<file path="src/rtl/trig_stamp_unit.sv">
module trig_stamp_unit #(
  parameter int N_CH    = 4,
  parameter int SW      = 10,
  parameter int TAG_W   = 31,
  parameter int ROLL_W  = 17,
  parameter int PAT_W   = 16,
  parameter int OUT_LEN = 4,
  localparam int MAJ_W  = $clog2(N_CH+1),
  localparam int TS_W   = TAG_W + ROLL_W
) (
  input  logic               clk,
  input  logic               rst_n,
  input  logic [N_CH*SW-1:0] samp_i,
  input  logic [N_CH*SW-1:0] thr_i,
  input  logic [N_CH-1:0]    fall_i,
  input  logic [N_CH-1:0]    ch_en_i,
  input  logic               ext_trg_i,
  input  logic               sw_trg_i,
  input  logic [PAT_W-1:0]   pat_i,
  input  logic               run_start_i,
  input  logic               run_stop_i,
  input  logic               tag_clr_i,
  output logic               trig_o,
  output logic               trig_out_o,
  output logic [MAJ_W-1:0]   majority_o,
  output logic [TS_W-1:0]    tag_o,
  output logic [PAT_W-1:0]   pat_o
);
  localparam int OL_W = $clog2(OUT_LEN+1);

  logic [N_CH-1:0]   past_d, past_q, req_q;
  logic              ext_q, src_q, run_q, trig_q, trig_d;
  logic [TAG_W-1:0]  cnt_q;
  logic [ROLL_W-1:0] roll_q;
  logic [TS_W-1:0]   tag_q;
  logic [PAT_W-1:0]  pat_q;
  logic [OL_W-1:0]   hold_q;
  logic [MAJ_W-1:0]  maj;

  for (genvar c = 0; c < N_CH; c++) begin : g_ch
    logic [SW-1:0] s, t;
    assign s = samp_i[c*SW +: SW];
    assign t = thr_i[c*SW +: SW];
    assign past_d[c] = fall_i[c] ? (s < t) : (s > t);

    p_req_single_r3: assert property (@(posedge clk) disable iff (!rst_n)
      req_q[c] |=> !req_q[c]);
  end

  always_comb begin
    maj = '0;
    for (int c = 0; c < N_CH; c++)
      maj = maj + MAJ_W'(req_q[c] & ch_en_i[c]);
  end

  assign trig_d = run_q & ((|(req_q & ch_en_i)) | src_q);

  always_ff @(posedge clk) begin
    if (!rst_n) begin
      past_q <= '0;
      req_q  <= '0;
      ext_q  <= 1'b0;
      src_q  <= 1'b0;
      run_q  <= 1'b0;
      trig_q <= 1'b0;
      cnt_q  <= '0;
      roll_q <= '0;
      tag_q  <= '0;
      pat_q  <= '0;
      hold_q <= '0;
    end else begin
      past_q <= past_d;
      req_q  <= past_d & ~past_q;
      ext_q  <= ext_trg_i;
      src_q  <= (ext_trg_i & ~ext_q) | sw_trg_i;
      trig_q <= trig_d;
      if (run_stop_i)       run_q <= 1'b0;
      else if (run_start_i) run_q <= 1'b1;
      if (tag_clr_i) begin
        cnt_q  <= '0;
        roll_q <= '0;
      end else begin
        cnt_q <= cnt_q + 1'b1;
        if (&cnt_q) roll_q <= roll_q + 1'b1;
      end
      if (trig_d) begin
        tag_q <= {roll_q, cnt_q[TAG_W-1:1], 1'b0};
        pat_q <= pat_i;
      end
      if (trig_d)           hold_q <= OL_W'(OUT_LEN);
      else if (hold_q != 0) hold_q <= hold_q - 1'b1;
    end
  end

  assign trig_o     = trig_q;
  assign trig_out_o = hold_q != 0;
  assign majority_o = maj;
  assign tag_o      = tag_q;
  assign pat_o      = pat_q;

  p_run_gate_r5: assert property (@(posedge clk) disable iff (!rst_n)
    !run_q |=> !trig_o);
  p_out_cover_r6: assert property (@(posedge clk) disable iff (!rst_n)
    trig_o |-> trig_out_o);
  p_maj_bound_r7: assert property (@(posedge clk) disable iff (!rst_n)
    majority_o <= MAJ_W'(N_CH));
  p_clr_zero_r8: assert property (@(posedge clk) disable iff (!rst_n)
    tag_clr_i |=> (cnt_q == '0 && roll_q == '0));
  p_tag_hold_r9: assert property (@(posedge clk) disable iff (!rst_n)
    !$stable(tag_o) |-> trig_o);
  p_tag_lsb_r9: assert property (@(posedge clk) disable iff (!rst_n)
    !tag_o[0]);
  p_pat_hold_r10: assert property (@(posedge clk) disable iff (!rst_n)
    !$stable(pat_o) |-> trig_o);
endmodule

</file>
<file path="config.mk">
export PLATFORM = sky130hd
export DESIGN_NAME = trig_stamp_unit
export DESIGN_NICKNAME = d
export VERILOG_FILES = /design/src/rtl/trig_stamp_unit.sv
export SDC_FILE = /design/constraint.sdc
export NUM_CORES = 1
export LEC_CHECK = 0
export BUFFER_PORTS_ARGS = -buffer_cell sky130_fd_sc_hd__buf_2
export CORE_MARGIN = 5
export CORE_UTILIZATION = 55
export DETAILED_ROUTE_END_ITERATION = 8
export HOLD_SLACK_MARGIN = 0.05
export PLACE_DENSITY = 0.91
export SLEW_MARGIN = 20
export SYNTH_ARGS = -nofsm -noshare
export SYNTH_HDL_FRONTEND = slang
export SYNTH_SLANG_ARGS = --single-unit
</file>
<file path="constraint.sdc">
create_clock -name clk -period 5.4 [get_ports clk]
set_input_delay 0.81 -clock clk [delete_from_list [all_inputs] [get_ports clk]]
set_output_delay 0.81 -clock clk [all_outputs]
set_load 0.02 [all_outputs]
</file>
# [Word level (Yosys, flattened, before mapping)]
# Index checks and enable logic that the tools add are counted.
# W data, S select, Z words.
[classes] add_sub_neg=6 n_reduce_logical=7 order_cmp=8 n_mux=6 n_bitwise=13
[op_table] operator="$gt A10 B10 Y1" count=4
[op_table] operator="$lt A10 B10 Y1" count=4
[op_table] operator="$add A31 B1 Y31 const B" count=1
[op_table] operator="$reduce_and A31 Y1" count=1
[op_table] operator="$add A17 B1 Y17 const B" count=1
[op_table] operator="$and A4 B4 Y4" count=2
[op_table] operator="$and A1 B1 Y1" count=6
[op_table] operator="$mux W3" count=2
[op_table] operator="$reduce_or A2 Y1" count=3
[op_table] operator="$mux W1" count=4
[op_table] operator="$not A4 Y4" count=1
[op_table] operator="$reduce_or A4 Y1" count=1
[op_table] operator="$add A2 B1 Y3" count=1
[op_table] operator="$add A3 B1 Y3" count=1
[op_table] operator="$reduce_bool A3 Y1" count=1
[op_table] operator="$sub A3 B1 Y3 const B" count=1
[op_table] operator="$add A1 B1 Y2" count=1
[op_table] operator="$not A1 Y1" count=2
[op_table] operator="$or A1 B1 Y1" count=2
[op_table] operator="$reduce_bool A2 Y1" count=1
[totals] in_bits=111 out_inout_bits=69 ff_bits=126 elab_cells=52

# [Logic depth before layout (Yosys ltp)]
# Gate-level depths: netlist of the first run.
[logic_depth] word_depth=5 mapped_depth=10 ltp_nobuf=7

# [Worst setup path before layout of the first run]
# OpenSTA, ideal clock, no wires.
[synth_path] kind="input -> output" startpoint="input port ch_en_i[0]" endpoint="output port majority_o[1]" path_buffers=0 t_required_ps=4590 path_stages=5 arrival_ps=1994 setup_slack_ps=2596 path_cell_list="nand2_1 -> fa_1 -> inv_1 -> ha_1 -> ha_1"
[synth_via] elab_chain_cells=4
[synth_lines] element="start, declared" line_no="16" text="input logic [N_CH-1:0] ch_en_i,"
[synth_lines] element="$and A1 B1 Y1" line_no="53" text="maj = maj + MAJ_W'(req_q[c] & ch_en_i[c]);"
[synth_lines] element="$add A1 B1 Y2" line_no="53"
[synth_lines] element="$add A2 B1 Y3" line_no="53"
[synth_lines] element="$add A3 B1 Y3" line_no="53"
[synth_lines] element="end, declared" line_no="25" text="output logic [MAJ_W-1:0] majority_o,"
# Every way passes these cells.

# [Final worst setup path of the first run]
[layout_path] startpoint="input port ch_en_i[1]" endpoint="output port majority_o[1]"
# The elaborated chain is that of the path after synthesis.

==> results by group, run 1 <==
Status
  – Status: completed

Logic synthesis
  – Synth area leaders: dfxtp_1 (41%), nand2_1 (9.8%), ha_1 (9.7%), a21boi_0 (7.8%), inv_1 (4.1%)
  – Gate Count Post-Synth: ~750
  – Mean area per synthesized cell: 8.259 um2
  – Synth area leader: dfxtp_1
  – Top_reg_cell synth: dfxtp_1
  – Post-synth EDFFs: 0
  – Count leader, synth: nand2_1
  – Post-synth top area share: about two fifths
  – Post-synthesis sequential area ratio: 40.78%
  – Post-synthesis async set-or-reset flop share: 0%
  – Syn_nets: ~910
  – Flops & latches, synth: roughly 130
  – Number of synthesis warnings: 0
  – Post-synth top cells: nand2_1 (161), dfxtp_1 (126), inv_1 (67)
  – Netlist cell types: 40
  – Post-Syn Area: a little over 6000 um2

Pwr
  – LEAKAGE: between 3 and 4 nW
  – Worst VDD drop: 257.5 uV
  – Pwr dens: about 300 nW/um2

Clock tree
  – Root Buffer Master: clkbuf_16
  – Setup bufs post-CTS: 0
  – Skew-Pair Late Insertion Delay: just over 0.4 ns
  – Post-CTS sizing: 0
  – Clk slew on worst S/H paths: about 0.060 ns
  – Post-CTS Hold Fix Bufs: 0
  – Maximum level of the CTS H-tree: 4
  – Num CTS Buffers: 17
  – CTS tree: yes
  – Total clock sinks: about 130
  – Clock buffer depth: 2

Hold path
  – HP Class: reg2reg

Drt
  – Metal3 WL: about 1500 um
  – Final ANT Viol Nets: 0
  – Total Wirelength: ~15000 um
  – TritonRoute pass-1 iters: 4
  – M1 WL: approximately 5800 um
  – Remaining DRCs: 0
  – Top Layer Used: met4
  – Vias per std cell: approximately 5.3
  – WL/cell: approximately 14 um
  – Met2 WL: between 7000 and 8000 um
  – Via count: ~5600
  – Initial DRC Count: roughly 280

Die
  – Area of the die: around 13000 um2
  – Chip width: about 120 um
  – I/O Pins: 180
  – Core area: between 10000 and 15000 um2
  – Die Ht: between 100 and 150 um
  – Starting Density: 56.57%
  – # rows: 38

Placement
  – I/O Buffers: between 150 and 200
  – Dpl ws: between 2 and 2.5 ns
  – Final GP Congestion: around 0.82
  – Dpl hpwl: between 10000 and 15000 um

Setup path
  – FF-to-FF Start: cnt_q[0]$_SDFF_PP0_
  – Worst r2r dst: roll_q[6]$_SDFFE_PP0P_
  – CP Launch Point: ch_en_i[1]
  – Critical Path Sink Type: output pin
  – FF-to-FF path depth: 6
  – Worst setup path end: majority_o[1]
  – FF-to-FF setup slack: roughly 2.5 ns
  – Maximum fanout along the worst path: 2
  – Critical path class: in2out
  – Crit path launch type: primary input
  – Required time worst endpoint: 4.59 ns
  – Worst EP arrival: ~2.2 ns

Timing
  – Slew Viols, Final: 0
  – Unrepaired setup endpoints after global routing: no
  – Worst-Margin Slew: ~0.66 ns
  – Slew HR: 55.37%
  – Post-Route Setup TNS: 0 ns
  – Final setup fails: 0
  – Part of the cycle the worst path needs: a little under three fifths
  – Post-route minimum period: 3.002 ns
  – Fmax: 0.3331 GHz
  – Fin. Hold Viols: 0
  – Layout Skew: slightly above 0.01 ns
  – Final setup margin: approximately 2.4 ns

Final layout
  – Final #Nets: around 1100
  – Final Util: 70.48%
  – FILL cells: 875
  – Layout cells sized above 1: about a quarter
  – Area delta synth->final: 24.60%
  – Antenna diode count: 0

Global route
  – Global-route wire length before repair: between 20000 and 25000 um
  – Number of global-route vias before repair: roughly 5500
  – Largest net degree at the start of global routing: 79
  – Total grt overflow: 0
  – Initial antenna violation count: 0
  – GRT Util Overall: a little under a quarter

Flow run
  – Max-cap viol count: 0
power breakdown:
group | leakage (nW) | internal (mW) | switching (mW)
Sequential | 1.02 | 0.948 | 0.00913
Clock | 0.288 | 0.737 | 0.416
Combinational | 2.06 | 0.0961 | 0.120
registers in the layout, indices dropped and copies added (netlist names):
name	count
cnt_q	31
ext_q	1
hold_q	3
past_q	4
pat_o	16
req_q	4
roll_q	17
run_q	1
src_q	1
tag_o	47
trig_o	1
cells by family after synthesis:
group,count (synthesis),synth area share [%]
AOI/OAI and AO/OA,138,15.15
buffers and inverters,107,6.938
other,1,0.06062
DFF,126,40.78
and+or+nand+nor,296,22.39
adders and majority gates,49,10.03
muxes,6,0.9709
xor gates and xnor gates,26,3.681
critical path, cell delays in order:
cell and delay [ns]:
buf_2 0.08, nand2_1 0.10, fa_1 0.53, inv_1 0.04, ha_1 0.19, ha_1 0.27, buf_2 0.16
per-stage QoR:
stage                     total power, mW  hold slack, ns  instances  cell area (um2)
after floorplan                     1.114          0.3674        749             6186
after global placement              1.188          0.3711       1030             7101
after detailed placement            1.194          0.3818       1030             7101
after CTS                           2.344          0.3895       1062             7706
after global routing                2.428          0.3964       1062             7707
final                               2.326          0.3854       1062             7707
cell usage in the layout, fill, tap and decap left out, drive strengths merged, types with 6 or more instances in the layout:
cell    Yosys  layout
nor4       10      10
mux2i       6       6
or3         9       9
nand2     161     161
ha         48      48
xnor2      16      16
xor2       10      10
nand4      20      20
or4        13      13
a211oi      8       8
and4        7       7
dfxtp     126     126
o21ai      15      15
buf        10     181
inv        67      69
a21oi      29      29
clkbuf     30      18
nor2       38      38
a21boi     64      64
nand3      14      14
o31ai      12      12
how the worst min path moves through the flow:
stage | cells after the start | to | slack [ns] | startpoint
after floorplan | 1 | req_q[0]$_SDFF_PN0_ | 0.37 | past_q[0]$_SDFF_PN0_
after global routing | 1 | req_q[1]$_SDFF_PN0_ | 0.40 | past_q[1]$_SDFF_PN0_
after detailed placement | 1 | req_q[0]$_SDFF_PN0_ | 0.38 | past_q[0]$_SDFF_PN0_
final | 1 | req_q[1]$_SDFF_PN0_ | 0.39 | past_q[1]$_SDFF_PN0_
after CTS | 1 | req_q[0]$_SDFF_PN0_ | 0.39 | past_q[0]$_SDFF_PN0_
after global placement | 1 | req_q[2]$_SDFF_PN0_ | 0.37 | past_q[2]$_SDFF_PN0_
layout make-up:
class,count,area [um2],share of cell area (%)
inverters,67,251.5,3.263
clock inverters,14,166.4,2.159
well taps,140,175.2,2.273
clock buffers,18,439.2,5.698
multi-input cells,516,3239,42.03
flip-flops and latches,126,2522,32.73
repair buffers,181,913.4,11.85
metal layers:
| metal | vias up | GRT usage [%] |
|---|---|---|
| met3 | 19 | 8.198 |
| met5 | - | 0 |
| li1 | 2869 | - |
| met2 | 184 | 40.01 |
| met4 | 0 | 7.038 |
| met1 | 2557 | 25.92 |
Note: power is estimated with default switching activity, not from simulation.
==> run 2: changes to the inputs <==
- CORE_UTILIZATION: 55 -> 47
- PLACE_DENSITY: 0.91 -> 0.83
- clock period: 5.4 -> 2.7 ns (I/O delays scaled with it)
==> run 2 against run 1 <==
Clock power rose by 80%. Sequential cell count did not move. Non-clock buffer count rose by 10. First-iteration DRC count fell by 7.4%. Clock skew rose by 0.0011 ns. Total power rose by 90%. Sequential share of layout area fell by 0.40 points. Highest routed layer unchanged.
==> results by group, run 2 (synthesis gave the netlist of run 1 again) <==
Status
  – Status: completed (unchanged)

Setup path
  – Maximum fanout along the worst path: 14 (was 2)
  – Worst r2r dst: roll_q[12]$_SDFFE_PP0P_ (was roll_q[6]$_SDFFE_PP0P_)
  – FF-to-FF setup slack: 0.18 ns (was 2.45 ns)
  – Crit path launch type: register (was primary input)
  – Worst EP arrival: 2.86 ns (was 2.19 ns)
  – FF-to-FF path depth: 6 (unchanged)
  – Critical path class: reg2reg (was in2out)
  – FF-to-FF Start: cnt_q[1]$_SDFF_PP0_ (was cnt_q[0]$_SDFF_PP0_)
  – Required time worst endpoint: 3.04 ns (was 4.59 ns)
  – Critical Path Sink Type: register (was output pin)

Final layout
  – Final #Nets: 1080 (was 1069)
  – Area delta synth->final: 26.19% (was 24.60%)
  – Commonest cells after routing, fill and taps aside: buf_2 (178), nand2_1 (160), dfxtp_1 (125), inv_1 (67), a21boi_0 (64) (was buf_2 (178), nand2_1 (160), dfxtp_1 (126), inv_1 (67), a21boi_0 (64))
  – Most common cell after layout, fill and taps aside: buf_2 (unchanged)
  – Layout cells sized above 1: 24.65% (was 23.64%)
  – Antenna diode count: 0 (unchanged)
  – Largest register FFs: 47 (unchanged)
  – Fin area: 7806 um2 (was 7707 um2)
  – Final Util: 59.66% (was 70.48%)

Pwr
  – Worst VDD drop: 418.6 uV (was 257.5 uV)
  – LEAKAGE: 3.403 nW (was 3.369 nW)
  – Pwr dens: 566.3 nW/um2 (was 301.8 nW/um2)

Timing
  – Part of the cycle the worst path needs: ~93%
  – Final setup fails: 0 (unchanged)
  – Fin. Hold Viols: 0 (unchanged)
  – Layout Skew: 0.01115 ns (was 0.01010 ns)
  – Unrepaired setup endpoints after global routing: no (unchanged)
  – Hold_ws: 0.1668 ns (was 0.3854 ns)
  – Post-route minimum period: 2.517 ns
  – Final setup margin: 0.1833 ns (was 2.398 ns)
  – Post-Route Setup TNS: 0 ns (unchanged)
  – Fmax: 0.3974 GHz
  – Slew Viols, Final: 0 (unchanged)
  – Worst-Margin Slew: 0.5507 ns (was 0.6633 ns)
  – Slew HR: 62.34% (was 55.37%)

Clock tree
  – Clk slew on worst S/H paths: 0.05 ns (was 0.06 ns)
  – Setup bufs post-CTS: 0 (unchanged)
  – Clock buffer depth: 2 (unchanged)
  – Skew-Pair Late Insertion Delay: 0.42 ns (was 0.41 ns)
  – Root Buffer Master: clkbuf_16 (unchanged)
  – Total clock sinks: 126 (unchanged)
  – Num CTS Buffers: 17 (unchanged)
  – Post-CTS Hold Fix Bufs: 0 (unchanged)
  – Post-CTS sizing: 0 (unchanged)
  – Maximum level of the CTS H-tree: 4 (unchanged)
  – CTS tree: yes (unchanged)

Hold path
  – Hold_sp: run_stop_i (was past_q[1]$_SDFF_PN0_)
  – Hold EP: run_q$_SDFFE_PP0P_ (was req_q[1]$_SDFF_PN0_)
  – HP Class: in2reg (was reg2reg)
  – Worst Hold Depth: 2 (was 1)

Placement
  – Dpl ws: 0.08707 ns (was 2.370 ns)
  – I/O Buffers: 178 (unchanged)
  – Dpl hpwl: 10980 um (was 10800 um)
  – Cell Area, Placed: 7221 um2 (was 7101 um2)
  – Final GP Congestion: 0.8318 (was 0.8247)

Die
  – Chip width: 124.7 um (was 116.1 um)
  – Die Ht: 124.7 um (was 116.1 um)
  – # rows: 42 (was 38)
  – Starting Density: 47.27% (was 56.57%)
  – I/O Pins: 180 (unchanged)
  – Core area: 13090 um2 (was 10940 um2)
  – Area of the die: 15560 um2 (was 13470 um2)

Flow run
  – Max-cap viol count: 0 (unchanged)

Global route
  – Total grt overflow: 0 (unchanged)
  – Largest net degree at the start of global routing: 56 (was 79)
  – GRT Util Overall: 19.09% (was 22.80%)
  – Number of global-route vias before repair: 5350 (was 5518)
  – Global-route wire length before repair: 24840 um (was 24670 um)
  – Initial antenna violation count: 0 (unchanged)

Drt
  – Via count: 5645 (was 5629)
  – Vias per std cell: 5.090 (was 5.300)
  – WL/cell: 13.55 um (was 14.08 um)
  – TritonRoute pass-1 iters: 5 (was 4)
  – Final ANT Viol Nets: 0 (unchanged)
  – Remaining DRCs: 0 (unchanged)
  – Total Wirelength: 15030 um (was 14960 um)
  – Initial DRC Count: 261 (was 282)
[run 2: worst max path at each step]
stage | start | cells after the start | end | slack (ns)
2_1_floorplan | cnt_q[0]$_SDFF_PP0_ | 9 | roll_q[11]$_SDFFE_PP0P_ | 0.15
3_3_place_gp | cnt_q[0]$_SDFF_PP0_ | 6 | roll_q[14]$_SDFFE_PP0P_ | 0.16
3_5_place_dp | cnt_q[0]$_SDFF_PP0_ | 6 | roll_q[4]$_SDFFE_PP0P_ | 0.09
4_1_cts | cnt_q[1]$_SDFF_PP0_ | 6 | roll_q[4]$_SDFFE_PP0P_ | 0.05
5_1_grt | cnt_q[1]$_SDFF_PP0_ | 6 | roll_q[8]$_SDFFE_PP0P_ | 0.007
6_report | cnt_q[1]$_SDFF_PP0_ | 6 | roll_q[12]$_SDFFE_PP0P_ | 0.18
[run 2: layer usage]
| layer | GRT usage [%] | routed length [um] | share of wire, % |
|---|---|---|---|
| met5 | 0 | 0 | 0 |
| met4 | 6.061 | 164 | 1.1 |
| met3 | 8.019 | 1423 | 9.5 |
| met2 | 30.92 | 7090 | 47 |
| met1 | 22.99 | 6354 | 42 |
[run 2: final cells by class]
class	count	area, um2
multi-input combinational	517	3281
sequential	126	2524
tap	176	220.2
inverter	67	251.5
timing repair buffer	191	988.4
clock inverter	6	32.53
fill	1136	5279
clock buffer	26	509.2
[run 2: through the flow]
| stage | power [mW] | std cells |
|---|---|---|
| final | 4.421 | 1109 |
| after global routing | 4.602 | 1109 |
| after CTS | 4.462 | 1108 |
| after detailed placement | 2.397 | 1076 |
| after global placement | 2.386 | 1076 |
| after floorplan | 2.227 | 749 |
[run 2: where the power goes]
| part | switching (mW) | internal (mW) | leakage [nW] | total, mW |
|---|---|---|---|---|
| Combinational | 0.246 | 0.196 | 2.11 | 0.442 |
| Sequential | 0.0163 | 1.90 | 1.02 | 1.91 |
| Clock | 0.780 | 1.29 | 0.270 | 2.07 |
| Total | 1.04 | 3.38 | 3.40 | 4.42 |
[run 2: worst max-delay path, cell delays in order (launching register included)]
cell and delay, ns:
dfxtp_1 0.40, ha_4 0.18, nand3_2 0.13, or3_4 0.43, or4b_4 0.62, or4_1 0.52, a21oi_1 0.15
